File: config.mk
export PLATFORM = sky130hd
export DESIGN_NAME = mxc_compactor
export DESIGN_NICKNAME = d
export VERILOG_FILES = /design/src/rtl/mxc_pkg.sv /design/src/rtl/mxc_mask_reg.sv /design/src/rtl/mxc_xor_lane.sv /design/src/rtl/mxc_compactor.sv
export SDC_FILE = /design/constraint.sdc
export NUM_CORES = 1
export LEC_CHECK = 0
export ABC_CLOCK_PERIOD_IN_PS = 1200
export BUFFER_PORTS_ARGS = -buffer_cell sky130_fd_sc_hd__buf_2
export CORE_AREA = 2 2 39 41
export CTS_CLUSTER_DIAMETER = 40
export CTS_CLUSTER_SIZE = 25
export DETAILED_ROUTE_END_ITERATION = 6
export DIE_AREA = 0 0 41 43
export GPL_TIMING_DRIVEN = 0
export HOLD_SLACK_MARGIN = 0.1
export PLACE_DENSITY = 0.56
export SLEW_MARGIN = 40
export SYNTH_ARGS = -nofsm -noshare
export SYNTH_HDL_FRONTEND = slang
export SYNTH_SLANG_ARGS = --single-unit
export TNS_END_PERCENT = 30
File: constraint.sdc
create_clock -name clk -period 1.2 [get_ports clk]
set_clock_uncertainty 0.1 [all_clocks]
set_input_delay 0.12 -clock clk [delete_from_list [all_inputs] [get_ports clk]]
set_output_delay 0.12 -clock clk [all_outputs]
set_load 0.05 [all_outputs]
File: src/rtl/mxc_pkg.sv
package mxc_pkg;
  // Supported compaction ratios: powers of two from 2 to 64.
  function automatic bit ratio_supported(input int ratio);
    return (ratio == 2) || (ratio == 4) || (ratio == 8) ||
           (ratio == 16) || (ratio == 32) || (ratio == 64);
  endfunction
endpackage

File: src/rtl/mxc_mask_reg.sv
module mxc_mask_reg #(
  parameter int WIDTH = 8
) (
  input  logic             clk,
  input  logic             rst,
  input  logic             shift_en,
  input  logic             load_en,
  input  logic             load_bit,
  output logic [WIDTH-1:0] mask_q
);
  // New bits enter at the top and walk toward bit 0.
  // Loading is blocked while an unload is in progress.
  always_ff @(posedge clk) begin
    if (rst)
      mask_q <= '1;
    else if (load_en && !shift_en)
      mask_q <= {load_bit, mask_q[WIDTH-1:1]};
  end
endmodule

File: src/rtl/mxc_xor_lane.sv
module mxc_xor_lane #(
  parameter int WIDTH = 4
) (
  input  logic             clk,
  input  logic             rst,
  input  logic             shift_en,
  input  logic [WIDTH-1:0] chains,
  input  logic [WIDTH-1:0] mask,
  output logic             out_q
);
  localparam int LEVELS = $clog2(WIDTH);

  // Balanced XOR tree, with the gated chain bits at the leaves (level 0).
  logic [WIDTH-1:0] tree [LEVELS+1];

  assign tree[0] = chains & mask;

  for (genvar lv = 0; lv < LEVELS; lv++) begin : g_level
    localparam int NODES = WIDTH >> (lv + 1);
    for (genvar n = 0; n < NODES; n++) begin : g_node
      assign tree[lv+1][n] = tree[lv][2*n] ^ tree[lv][2*n+1];
    end
    if (NODES < WIDTH) begin : g_pad
      assign tree[lv+1][WIDTH-1:NODES] = '0;
    end
  end

  // Registered output: tree result while shifting, 0 otherwise.
  always_ff @(posedge clk) begin
    if (rst)
      out_q <= 1'b0;
    else
      out_q <= shift_en & tree[LEVELS][0];
  end
endmodule

File: src/rtl/mxc_compactor.sv
module mxc_compactor #(
  parameter int NUM_CHANNELS  = 2,
  parameter int CHAINS_PER_CH = 4
) (
  input  logic                                clk,
  input  logic                                rst,
  input  logic                                shift_en,
  input  logic [NUM_CHANNELS*CHAINS_PER_CH-1:0] chain_in,
  input  logic                                mask_ld_en,
  input  logic                                mask_ld_bit,
  output logic [NUM_CHANNELS-1:0]             chan_out
);
  localparam int NUM_CHAINS = NUM_CHANNELS * CHAINS_PER_CH;

  if (!mxc_pkg::ratio_supported(CHAINS_PER_CH)) begin : g_bad_ratio
    $error("mxc_compactor: unsupported chains-per-channel ratio");
  end

  logic [NUM_CHAINS-1:0] mask_q;

  mxc_mask_reg #(.WIDTH(NUM_CHAINS)) u_mask (
    .clk      (clk),
    .rst      (rst),
    .shift_en (shift_en),
    .load_en  (mask_ld_en),
    .load_bit (mask_ld_bit),
    .mask_q   (mask_q)
  );

  // One lane per channel; chain c feeds lane c / CHAINS_PER_CH.
  for (genvar ch = 0; ch < NUM_CHANNELS; ch++) begin : g_lane
    mxc_xor_lane #(.WIDTH(CHAINS_PER_CH)) u_lane (
      .clk      (clk),
      .rst      (rst),
      .shift_en (shift_en),
      .chains   (chain_in[ch*CHAINS_PER_CH +: CHAINS_PER_CH]),
      .mask     (mask_q[ch*CHAINS_PER_CH +: CHAINS_PER_CH]),
      .out_q    (chan_out[ch])
    );
  end
endmodule

# Word-level counts from Yosys, hierarchy flattened
# Cells that the tools add are included.
# classes
reduce_logical	2
mux	0
n_lt_le_gt_ge	0
mul	0
div	0
eq_ne	0
addsub	0
n_shift	0
bitwise	10
# ops
operator	n
$and 4x4->4	2
$xor 1x1->1	6
$and 1x1->1	2
$logic_and 1x1->1	1
$logic_not 1->1	1
# word_totals
register_bits	10
word_cells	15
romBits	0
latch_bits	0
n_memories	0
mem_bits_rw	0

# Logic depth before layout (Yosys ltp)
# logic_depth
depth_word	4
ltp_mapped	4

# Cells and area by module
# From an unflattened synthesis, not the netlist that was laid out.
# unflattened
cells_unflattened	48
area_unflattened_um2	449.2
# modules_own_cells
mod	area_each_um2	n_inst	cells_each
mxc_mask_reg	301.5	1	30
mxc_xor_lane	73.8	2	9

# Worst setup path after synthesis
# No wires, ideal clock.
# synth_path
path_type	register -> register
from	register u_mask.mask_q[5]
to	register g_lane[1].u_lane.out_q
slack_ps	222
arrival_time_ps	747
path_stages_with_launch	5
period_less_slack_ps	978
cell_sequence	dfxtp_1 nand2_1 xnor2_1 xnor2_1 nor3b_2
# synth_between
elab_chain_cells	4
# synth_lines
item	line_no	source
from (decl)	mxc_mask_reg.sv:9	output logic [WIDTH-1:0] mask_q
from (signal assigned)	mxc_mask_reg.sv:17	mask_q <= {load_bit, mask_q[WIDTH-1:1]};
$and 4x4->4	mxc_xor_lane.sv:16	assign tree[0] = chains & mask;
$xor 1x1->1 (2 in series)	mxc_xor_lane.sv:21	assign tree[lv+1][n] = tree[lv][2*n] ^ tree[lv][2*n+1];
$and 1x1->1	mxc_xor_lane.sv:33	out_q <= shift_en & tree[LEVELS][0];
to (signal assigned)	mxc_xor_lane.sv:33	
to (decl)	mxc_xor_lane.sv:9	output logic out_q
# No other way between the ends.
# A chain may end at the register's enable or synchronous reset.

# Final worst setup path
# layout_path
from	register g_lane[0].u_lane.out_q
to	output chan_out[0]
# layout_rtl
item	line_no	source
from (decl)	mxc_xor_lane.sv:9	
from (signal assigned)	mxc_xor_lane.sv:33	
to (decl)	mxc_compactor.sv:11	output logic [NUM_CHANNELS-1:0] chan_out
# No word-level cell between the ends.

==> impl_metrics.json <==
{
  "post-route-min-period_ps": 1134,
  "core_mm2": 0.001384,
  "antenna_left": 0,
  "p_int_mw": 0.6353,
  "yosys.area.top_type": "dfxtp_1",
  "clock_sinks": 10,
  "cts_root_buffer": "clkbuf_4",
  "first_pass_iters": 2,
  "finalSetupViolCount": 0,
  "r2r-start": "u_mask.mask_q[1]",
  "grt_pass1_vias": 344,
  "finalWeightedCongestion": 0.6297,
  "final_cells": 82,
  "crit_type": "reg -> out",
  "p_clk_frac": 0.355,
  "synthXorXnorAreaFrac": 0.1085,
  "gr-total-overflow": 0,
  "vias": 363,
  "final_cell_mix": "buf_2 (13), dfxtp_1 (10), nand2_1 (8)",
  "hold_path.class": "in -> reg",
  "synthSimpleGateAreaFrac": 0.2558,
  "startpoint_type": "flop",
  "synthAdderAreaFrac": 0,
  "track_usage": 0.1251,
  "place_inst": 76,
  "fin_util": 0.4521,
  "die_x_um": 41,
  "post_cts_buffers": 0,
  "drive_gt1_frac": 0.4697,
  "ys_ff_latch": 10,
  "h-tree-depth": 1,
  "crit_required_ps": 980,
  "drtIter0Drc": 3,
  "avgViaCountPerCell": 4.427,
  "postCtsResizedCells": 0,
  "worstMarginPinSlew_ps": 476.4,
  "synth_top_family_by_area": "simple AND/OR/NAND/NOR gates",
  "clkTransAtPathRegs_ps": 70,
  "sw_frac_of_total": 0.2551,
  "die_h_um": 43,
  "critPathArrivalTime_ps": 910,
  "final_common_cell": "buf_2",
  "grt_pass1_wl_um": 1380,
  "min_from": "shift_en",
  "dp_hpwl_um": 586.5,
  "num_rows": 14,
  "cp-startpoint": "g_lane[0].u_lane.out_q",
  "wl_um": 808,
  "irDropWorstVdd_v": 0.0008411,
  "die-area_mm2": 0.001763,
  "start_util": 0.3499,
  "synth_compound_area_frac": 0.1602,
  "drc": 0,
  "hold_viol_final": 0,
  "ys_seq_area_frac": 0.4134,
  "synth_top_area_frac": 0.4134,
  "cts_tree": "yes",
  "p_leak_nw": 0.2794,
  "avgSynthCellArea_um2": 10.30,
  "routedWlPerCell_um": 9.854,
  "area_growth_syn_to_layout_pct": 29.20,
  "cts_buffers": 3,
  "maxSlewHeadroom": 0.6824,
  "powerDensity_mw_per_mm2": 1363,
  "syn_area_um2": 484.2,
  "seq_power_share": 0.433,
  "timing.setup.tns_ps": 0,
  "crit_path_end_kind": "output pin",
  "cts-hold-fix-buffers": 2,
  "maxSlewViolCount": 0,
  "switchingPower_mw": 0.2175,
  "nets": 80,
  "ioPinCount": 15,
  "rsz0062_at_grt": "no",
  "ys_warn_count": 0,
  "cts_buffer_depth": 2,
  "synthTopCellsByArea": "dfxtp_1 (41%), a211o_2 (12%), xnor2_1 (11%)",
  "cap_violations": 0,
  "ys_types": 12,
  "syn_nets": 60,
  "grt_max_degree": 11,
  "pwr-share-comb": 0.212,
  "place.port_buffers": 13,
  "yosys-mux-area-fraction": 0,
  "cp_max_fo": 1,
  "netlist_instances": 47,
  "clk-insertion-delay-late_ps": 270,
  "status": "completed",
  "fin_crit_sh": 0.9451,
  "n_antenna_cell": 0,
  "antenna_found_initial": 0,
  "timing.fmax_mhz": 881.8
}
## through the flow
| step | worst slack [ps] | total power, mW | hold WS, ps | cell area (µm²) |
|---|---|---|---|---|
| floorplan | 221.5 | 0.5150 | 142.5 | 484.2 |
| global placement | 54.15 | 0.5527 | 225.8 | 569.3 |
| detailed placement | 57.13 | 0.5561 | 229.9 | 569.3 |
| CTS | 51.16 | 0.8675 | 154.9 | 625.6 |
| global route | 3.241 | 0.9085 | 164.2 | 625.6 |
| finish | 65.94 | 0.8529 | 157.1 | 625.6 |
## power groups by stage
stage | registers [mW] | logic (mW) | clock network, mW
2_1_floorplan | 0.373 | 0.142 | 0
4_1_cts | 0.370 | 0.184 | 0.314
6_report | 0.369 | 0.181 | 0.303
3_5_place_dp | 0.378 | 0.179 | 0
5_1_grt | 0.372 | 0.202 | 0.334
3_3_place_gp | 0.377 | 0.176 | 0
## area by class of cell
type	instances	area (µm²)
Buffer	4	30.03
Clock buffer	4	36.28
Fill cell	138	758.2
Multi-Input combinational cell	33	254.0
Sequential cell	10	200.2
Tap cell	16	20.02
Timing Repair Buffer	15	85.08
## logic make-up after synthesis
logic type	count (synthesis)
AND/OR/NAND/NOR	19
flip-flops	10
XOR/XNOR	6
AO/OA/AOI/OAI	8
buffers and inverters	4
## worst max-delay path, stage by stage (launching register included)
cell,delay (ps)
dfxtp_1,310
buf_4,90
buf_2,240
## registers in the layout, summed over array words and instances, names as in the netlist
signal,count
g_lane.u_lane.out_q,2
u_mask.mask_q,8
## final timing paths
kind         depth (start not counted)                     end  slack, ps
min                                  4        u_mask.mask_q[2]        160
min reg2reg                          1        u_mask.mask_q[4]        380
max                                  2             chan_out[0]         70
max reg2reg                          4  g_lane[0].u_lane.out_q        140
## per-layer routing
| metal | track usage | vias to the layer above | share of wire |
|---|---|---|---|
| li1 | - | 194 | - |
| met1 | 0.1307 | 154 | 0.44 |
| met2 | 0.1688 | 10 | 0.45 |
| met3 | 0.09424 | 5 | 0.077 |
| met4 | 0.08000 | 0 | 0.031 |
| met5 | 0 | - | 0 |
## synth_stat cells, drive strengths merged
cell	number
a211o	8
nand2	8
nor2b	9
xnor2	6
buf	4
nor3b	2
dfxtp	10
(Power assumes the default switching activity.)
